--- src/rtl/sar_seq_pkg.sv ---
package sar_seq_pkg;

  typedef enum logic [2:0] {
    PH_IDLE,
    PH_ARM,
    PH_ACQ,
    PH_CONV,
    PH_DISCH
  } phase_e;

  localparam int ACQ_MAX = 20;

  // acquisition length in conversion-clock periods for each code
  function automatic logic [4:0] acq_periods(input logic [2:0] code);
    logic [4:0] len;
    case (code)
      3'd0:    len = 5'd0;
      3'd1:    len = 5'd2;
      3'd2:    len = 5'd4;
      3'd3:    len = 5'd6;
      3'd4:    len = 5'd8;
      3'd5:    len = 5'd12;
      3'd6:    len = 5'd16;
      default: len = 5'd20;
    endcase
    return len;
  endfunction

endpackage

--- src/rtl/sar_clk_div.sv ---
module sar_clk_div #(
  parameter int DIV_W = 4
) (
  input  logic             clk,
  input  logic             rst_n,
  input  logic             run,
  input  logic [DIV_W-1:0] div,
  output logic             tick
);

  logic [DIV_W-1:0] cnt_q, cnt_d;

  assign tick = run && (cnt_q == div);

  always_comb begin
    if (!run || tick) cnt_d = '0;
    else              cnt_d = cnt_q + 1'b1;
  end

  always_ff @(posedge clk or negedge rst_n) begin
    if (!rst_n) cnt_q <= '0;
    else        cnt_q <= cnt_d;
  end

  AST_TICK_GAP: assert property (@(posedge clk) disable iff (!rst_n)
    (tick && div != '0) |=> !tick);

endmodule

--- src/rtl/sar_phase_fsm.sv ---
module sar_phase_fsm
  import sar_seq_pkg::*;
#(
  parameter int RES_W   = 10,
  parameter int DISCH_N = 2,
  parameter int CNT_W   = 5,
  parameter int IDX_W   = 4
) (
  input  logic             clk,
  input  logic             rst_n,
  input  logic             en,
  input  logic             start,
  input  logic [2:0]       acq_sel,
  input  logic             tick,
  output logic             run,
  output logic             arm,
  output logic             bit_act,
  output logic [IDX_W-1:0] bit_idx,
  output logic             done,
  output logic             busy,
  output logic             sample
);

  phase_e           ph_q, ph_d;
  logic [CNT_W-1:0] per_q, per_d;
  logic [CNT_W-1:0] acq_q, acq_d;
  logic [CNT_W-1:0] idx_full;
  logic             en_q;

  always_comb begin
    ph_d  = ph_q;
    per_d = per_q;
    acq_d = acq_q;
    if (!en) begin
      ph_d  = PH_IDLE;
      per_d = '0;
    end else begin
      case (ph_q)
        PH_IDLE: begin
          if (start && en_q) begin
            ph_d  = PH_ARM;
            per_d = '0;
          end
        end
        PH_ARM: begin
          acq_d = CNT_W'(acq_periods(acq_sel));
          ph_d  = (acq_periods(acq_sel) == 5'd0) ? PH_CONV : PH_ACQ;
          per_d = '0;
        end
        PH_ACQ: begin
          if (tick) begin
            if (per_q == acq_q - 1'b1) begin
              ph_d  = PH_CONV;
              per_d = '0;
            end else begin
              per_d = per_q + 1'b1;
            end
          end
        end
        PH_CONV: begin
          if (tick) begin
            if (per_q == CNT_W'(RES_W)) begin
              ph_d  = PH_DISCH;
              per_d = '0;
            end else begin
              per_d = per_q + 1'b1;
            end
          end
        end
        PH_DISCH: begin
          if (tick) begin
            if (per_q == CNT_W'(DISCH_N - 1)) begin
              ph_d  = PH_IDLE;
              per_d = '0;
            end else begin
              per_d = per_q + 1'b1;
            end
          end
        end
        default: begin
          ph_d  = PH_IDLE;
          per_d = '0;
        end
      endcase
    end
  end

  always_ff @(posedge clk or negedge rst_n) begin
    if (!rst_n) begin
      ph_q  <= PH_IDLE;
      per_q <= '0;
      acq_q <= '0;
      en_q  <= 1'b0;
    end else begin
      ph_q  <= ph_d;
      per_q <= per_d;
      acq_q <= acq_d;
      en_q  <= en;
    end
  end

  assign idx_full = CNT_W'(RES_W) - per_q;
  assign bit_idx  = idx_full[IDX_W-1:0];
  assign run      = (ph_q == PH_ACQ) || (ph_q == PH_CONV) || (ph_q == PH_DISCH);
  assign arm      = (ph_q == PH_ARM);
  assign bit_act  = (ph_q == PH_CONV) && (per_q != '0);
  assign done     = en && tick && (ph_q == PH_DISCH) && (per_q == CNT_W'(DISCH_N - 1));
  assign busy     = (ph_q != PH_IDLE);
  assign sample   = !((ph_q == PH_CONV) || (ph_q == PH_DISCH));

  AST_START_GATED: assert property (@(posedge clk) disable iff (!rst_n)
    (ph_q == PH_IDLE && !en_q) |=> (ph_q == PH_IDLE));

  AST_ABORT_IDLE: assert property (@(posedge clk) disable iff (!rst_n)
    (ph_q != PH_IDLE && !en) |=> (ph_q == PH_IDLE));

endmodule

--- src/rtl/sar_bit_reg.sv ---
module sar_bit_reg #(
  parameter int RES_W = 10,
  parameter int IDX_W = 4
) (
  input  logic             clk,
  input  logic             rst_n,
  input  logic             clr,
  input  logic             bit_act,
  input  logic             tick,
  input  logic [IDX_W-1:0] bit_idx,
  input  logic             cmp,
  input  logic             load,
  output logic [RES_W-1:0] trial,
  output logic [RES_W-1:0] result
);

  logic [RES_W-1:0] sar_q, sar_d;
  logic [RES_W-1:0] res_q, res_d;
  logic [RES_W-1:0] probe;
  logic [RES_W-1:0] low_mask;

  assign probe    = bit_act ? (RES_W'(1) << bit_idx) : '0;
  assign trial    = sar_q | probe;
  assign low_mask = (RES_W'(2) << bit_idx) - RES_W'(1);

  always_comb begin
    sar_d = sar_q;
    if (clr)                  sar_d = '0;
    else if (bit_act && tick) sar_d[bit_idx] = cmp;
    res_d = load ? sar_q : res_q;
  end

  always_ff @(posedge clk or negedge rst_n) begin
    if (!rst_n) begin
      sar_q <= '0;
      res_q <= '0;
    end else begin
      sar_q <= sar_d;
      res_q <= res_d;
    end
  end

  assign result = res_q;

  AST_LOWER_CLEAR: assert property (@(posedge clk) disable iff (!rst_n)
    bit_act |-> ((sar_q & low_mask) == '0));

  AST_RESULT_HOLD: assert property (@(posedge clk) disable iff (!rst_n)
    !load |=> $stable(res_q));

endmodule

--- src/rtl/sar_conv_seq.sv ---
module sar_conv_seq
  import sar_seq_pkg::*;
#(
  parameter int RES_W   = 10,
  parameter int DIV_W   = 4,
  parameter int DISCH_N = 2
) (
  input  logic             clk,
  input  logic             rst_n,
  input  logic             en_i,
  input  logic             start_i,
  input  logic             irq_clr_i,
  input  logic [2:0]       acq_sel_i,
  input  logic [DIV_W-1:0] clkdiv_i,
  input  logic             cmp_i,
  output logic [RES_W-1:0] dac_o,
  output logic             sample_o,
  output logic             busy_o,
  output logic [RES_W-1:0] result_o,
  output logic             irq_o
);

  localparam int CNT_W = $clog2(((RES_W > ACQ_MAX) ? RES_W : ACQ_MAX) + 1);
  localparam int IDX_W = $clog2(RES_W);

  logic             rst_meta, rst_sync_n;
  logic             run, arm, bit_act, done, tick;
  logic [IDX_W-1:0] bit_idx;
  logic             irq_q, irq_d;

  always_ff @(posedge clk or negedge rst_n) begin
    if (!rst_n) begin
      rst_meta   <= 1'b0;
      rst_sync_n <= 1'b0;
    end else begin
      rst_meta   <= 1'b1;
      rst_sync_n <= rst_meta;
    end
  end

  sar_clk_div #(.DIV_W(DIV_W)) i_div (
    .clk   (clk),
    .rst_n (rst_sync_n),
    .run   (run),
    .div   (clkdiv_i),
    .tick  (tick)
  );

  sar_phase_fsm #(
    .RES_W   (RES_W),
    .DISCH_N (DISCH_N),
    .CNT_W   (CNT_W),
    .IDX_W   (IDX_W)
  ) i_fsm (
    .clk     (clk),
    .rst_n   (rst_sync_n),
    .en      (en_i),
    .start   (start_i),
    .acq_sel (acq_sel_i),
    .tick    (tick),
    .run     (run),
    .arm     (arm),
    .bit_act (bit_act),
    .bit_idx (bit_idx),
    .done    (done),
    .busy    (busy_o),
    .sample  (sample_o)
  );

  sar_bit_reg #(.RES_W(RES_W), .IDX_W(IDX_W)) i_sar (
    .clk     (clk),
    .rst_n   (rst_sync_n),
    .clr     (arm),
    .bit_act (bit_act),
    .tick    (tick),
    .bit_idx (bit_idx),
    .cmp     (cmp_i),
    .load    (done),
    .trial   (dac_o),
    .result  (result_o)
  );

  always_comb begin
    if (done)           irq_d = 1'b1;
    else if (irq_clr_i) irq_d = 1'b0;
    else                irq_d = irq_q;
  end

  always_ff @(posedge clk or negedge rst_n) begin
    if (!rst_n) irq_q <= 1'b0;
    else        irq_q <= irq_d;
  end

  assign irq_o = irq_q;

  AST_IRQ_WITH_DONE: assert property (@(posedge clk) disable iff (!rst_sync_n)
    $rose(irq_o) |-> (!busy_o && sample_o));

  AST_OFF_STAYS_IDLE: assert property (@(posedge clk) disable iff (!rst_sync_n)
    (!en_i && !busy_o) |=> !busy_o);

  AST_SWITCH_IN_BUSY: assert property (@(posedge clk) disable iff (!rst_sync_n)
    !sample_o |-> busy_o);

endmodule

--- config.mk ---
export PLATFORM = sky130hd
export DESIGN_NAME = sar_conv_seq
export DESIGN_NICKNAME = d
export VERILOG_FILES = /design/src/rtl/sar_seq_pkg.sv /design/src/rtl/sar_clk_div.sv /design/src/rtl/sar_phase_fsm.sv /design/src/rtl/sar_bit_reg.sv /design/src/rtl/sar_conv_seq.sv
export SDC_FILE = /design/constraint.sdc
export NUM_CORES = 1
export LEC_CHECK = 0
export ABC_AREA = 1
export CAP_MARGIN = 20
export CORE_UTILIZATION = 40
export CTS_CLUSTER_SIZE = 40
export DETAILED_ROUTE_END_ITERATION = 10
export HOLD_SLACK_MARGIN = 0.15
export PLACE_DENSITY = 0.64
export SYNTH_ARGS = -nofsm -noshare
export SYNTH_HDL_FRONTEND = slang
export SYNTH_SLANG_ARGS = --single-unit
--- constraint.sdc ---
create_clock -name clk -period 2.5 [get_ports clk]
set_input_delay 0.25 -clock clk [delete_from_list [all_inputs] [get_ports clk]]
set_output_delay 0.25 -clock clk [all_outputs]
set_load 0.05 [all_outputs]
==> metrics.txt <==
R2R setup slack 710 ps; Die ar. 6320 um2; Port Buffer Count 35; largest net degree at the start of global routing 38; RePlAce Congestion 0.794; Worst-Skew Late Latency 290 ps; Crit Path Category reg2out; fmax 0.433 GHz; ANT nets after route 0; H-tree lvl count 2; Post-synth EDFFs 0; Area Growth Syn to Fin 26.3%; Yosys top cell by area dfrtp_1; first-pass GRT wire length 8.37 mm; share of layout cells above drive strength 1 11.1%; setup_tns 0 ps; Mean Syn Cell Area 7.11 um2; Core Region 5640 um2; die boundary width 79.5 um; RSZ-0062 raised after global routing no; Final Slew Violations 0; clock buffer depth 2; final hold vios 0; number of global-route vias before repair 1898; static leakage 1.42 nW; sequential fraction of the synthesis area 41.7%; CTS clk-pin slew, worst paths 80 ps; worst-case clock skew 2.23 ps; DRC viols 0; CTS tree done; Syn. warnings 0; Initial Util 42.6%; Reg-to-Reg End i_sar.sar_q[6]$_DFFE_PN0P_; M3 GR Usage 3.09%; Mapped Area 2400 um2; share of the synthesized area in the top cell type 41.7%; highest net fanout along the worst path 7; Max stage delay on crit path 450 ps; antenna violations before repair 0; PwrDens 692 nW/um2; worst vdd ir 0.381 mV; Synth area leaders dfrtp_1, nand2_1, inv_1; most instantiated library cell after synthesis nand2_1; via count 2109; Crit-path slowest cell dfrtp_1; Synth top cells by count nand2_1, inv_1, dfrtp_1; MaxCap Viol Count 0; share of the clock period used by the worst path after layout 92.4%; number of post-CTS setup repair buffers 0; GRT overflow 0; GR Util met1 23.4%; Avg WL per Cell 10.7 um; die height 79.5 um; Reg-to-Reg Start i_fsm.per_q[1]$_DFFE_PN0P_; top_reg_cell synth dfrtp_1; Detailed Place HPWL 3.69 mm; Core Rows 27; CP endpoint kind primary output; required time of the critical path 2250 ps; worst hold path type reg2async; final WL 4.82 mm; CP cell instances ha_1 -> nand2_1 -> inv_1 -> nor2_2 -> nand2_1 -> nor2_1 -> inv_1 -> o21ai_0 -> buf_12; length of the first detailed-routing pass in iterations 4; clock sink count 40; synth unique cells 27; Top Ports 36; fin nets 396; status finished clean; DR vias/cell 4.70; R2R depth 8; Final setup viols 0; syn_nets 358; diode count 0; post-layout power 0.00210 W; Post-synth ARST share 100%; CP Launch Type flop; synthesized flop and latch total 40; initial DRC count 75; Post-Syn Instances 338; global route hottest layer met2; CTS buffer count 5; minimum clock period 2310 ps; Global Route met2 Usage 26.8%; GRT Util Overall 17.0%; crit path DAT 2060 ps; Root Buffer clkbuf_8
-- kinds of logic after synthesis --
| logic type | synth area share, % |
|---|---|
| AOI/OAI and AO/OA | 9.58 |
| adders and majority gates | 3.65 |
| and+or+nand+nor | 32.6 |
| DFF | 41.7 |
| xor gates and xnor gates | 1.82 |
| other | 0.156 |
| buffers and inverters | 10.6 |
-- routing by layer --
layer / vias to the layer above / share of wire, %
li1: 1126 / -
met1: 942 / 49
met5: - / 0
met2: 36 / 46
met3: 5 / 3.8
met4: 0 / 1.5
-- what timing repair did --
action / 4_1_cts / 5_1_grt
gates resized for setup: 0 / 6
hold endpoints to repair: 3 / 0
hold buffers: 1 / 0
endpoints found under the setup margin: 0 / 6
-- registers in the layout, indices dropped and copies added, names as in the netlist --
signal / cells
i_sar.sar_q: 10
i_div.cnt_q: 4
rst_meta: 1
i_fsm.acq_q: 4
i_fsm.en_q: 1
irq_o: 1
i_fsm.ph_q: 3
rst_sync_n: 1
i_fsm.per_q: 5
i_sar.result: 10
-- layout by cell type (no fill, tap or decap), types with 4 or more instances in the layout --
master and count:
nand2_2 6, nor2_2 6, inv_1 53, clkdlybuf4s50_1 25
o21ai_1 25, buf_12 9, ha_1 7, o21ai_0 10
buf_4 4, dfrtp_1 40, nor2_1 28, nand3_1 33
nand2_1 97, clkbuf_8 5
-- metrics by stage --
| stage | worst slack (ps) | hold slack (ps) | utilization [%] | std cells | cell area (um2) |
|---|---|---|---|---|---|
| floorplan | 15.3 | -45.6 | - | 338 | 2400 |
| global placement | 478 | 309 | 51.6 | 440 | 2910 |
| detailed placement | 425 | 307 | 51.6 | 440 | 2910 |
| CTS | 104 | 315 | 53.8 | 449 | 3030 |
| global route | 0.150 | 353 | 53.8 | 449 | 3030 |
| finish | 189 | 292 | 53.8 | 449 | 3030 |
-- where the power goes --
part | switching (W) | total (W) | internal (W)
combinational | 0.000529 | 0.000793 | 0.000264
sequential | 0.0000552 | 0.000767 | 0.000711
clock | 0.000239 | 0.000539 | 0.000301
-- layout make-up --
class	count	area [um2]
clock inverters	3	46.3
multi-input cells	234	1150
inverters	56	210
well taps	72	90.1
fillers	535	2610
clock buffers	5	68.8
repair buffers	39	470
flip-flops and latches	40	1000
-- worst max-delay path by stage --
stage	cells past startpoint	slack, ps	endpoint	from
floorplan	8	20	dac_o[2]	i_fsm.per_q[0]$_DFFE_PN0P_
global placement	9	480	dac_o[7]	i_fsm.per_q[0]$_DFFE_PN0P_
detailed placement	9	420	dac_o[7]	i_fsm.per_q[0]$_DFFE_PN0P_
CTS	9	100	dac_o[7]	i_fsm.per_q[0]$_DFFE_PN0P_
global route	9	0.2	dac_o[5]	i_fsm.per_q[0]$_DFFE_PN0P_
finish	9	190	dac_o[5]	i_fsm.per_q[0]$_DFFE_PN0P_
-- worst max-delay path: cells and delay by family, from the launching register on --
kind / cells / cell delay, ps
compound gates: 1 / 330
fa+ha+maj: 1 / 240
buf+inv: 3 / 300
flops: 1 / 450
simple gates: 4 / 430
Note: power is estimated with default switching activity, not from simulation.
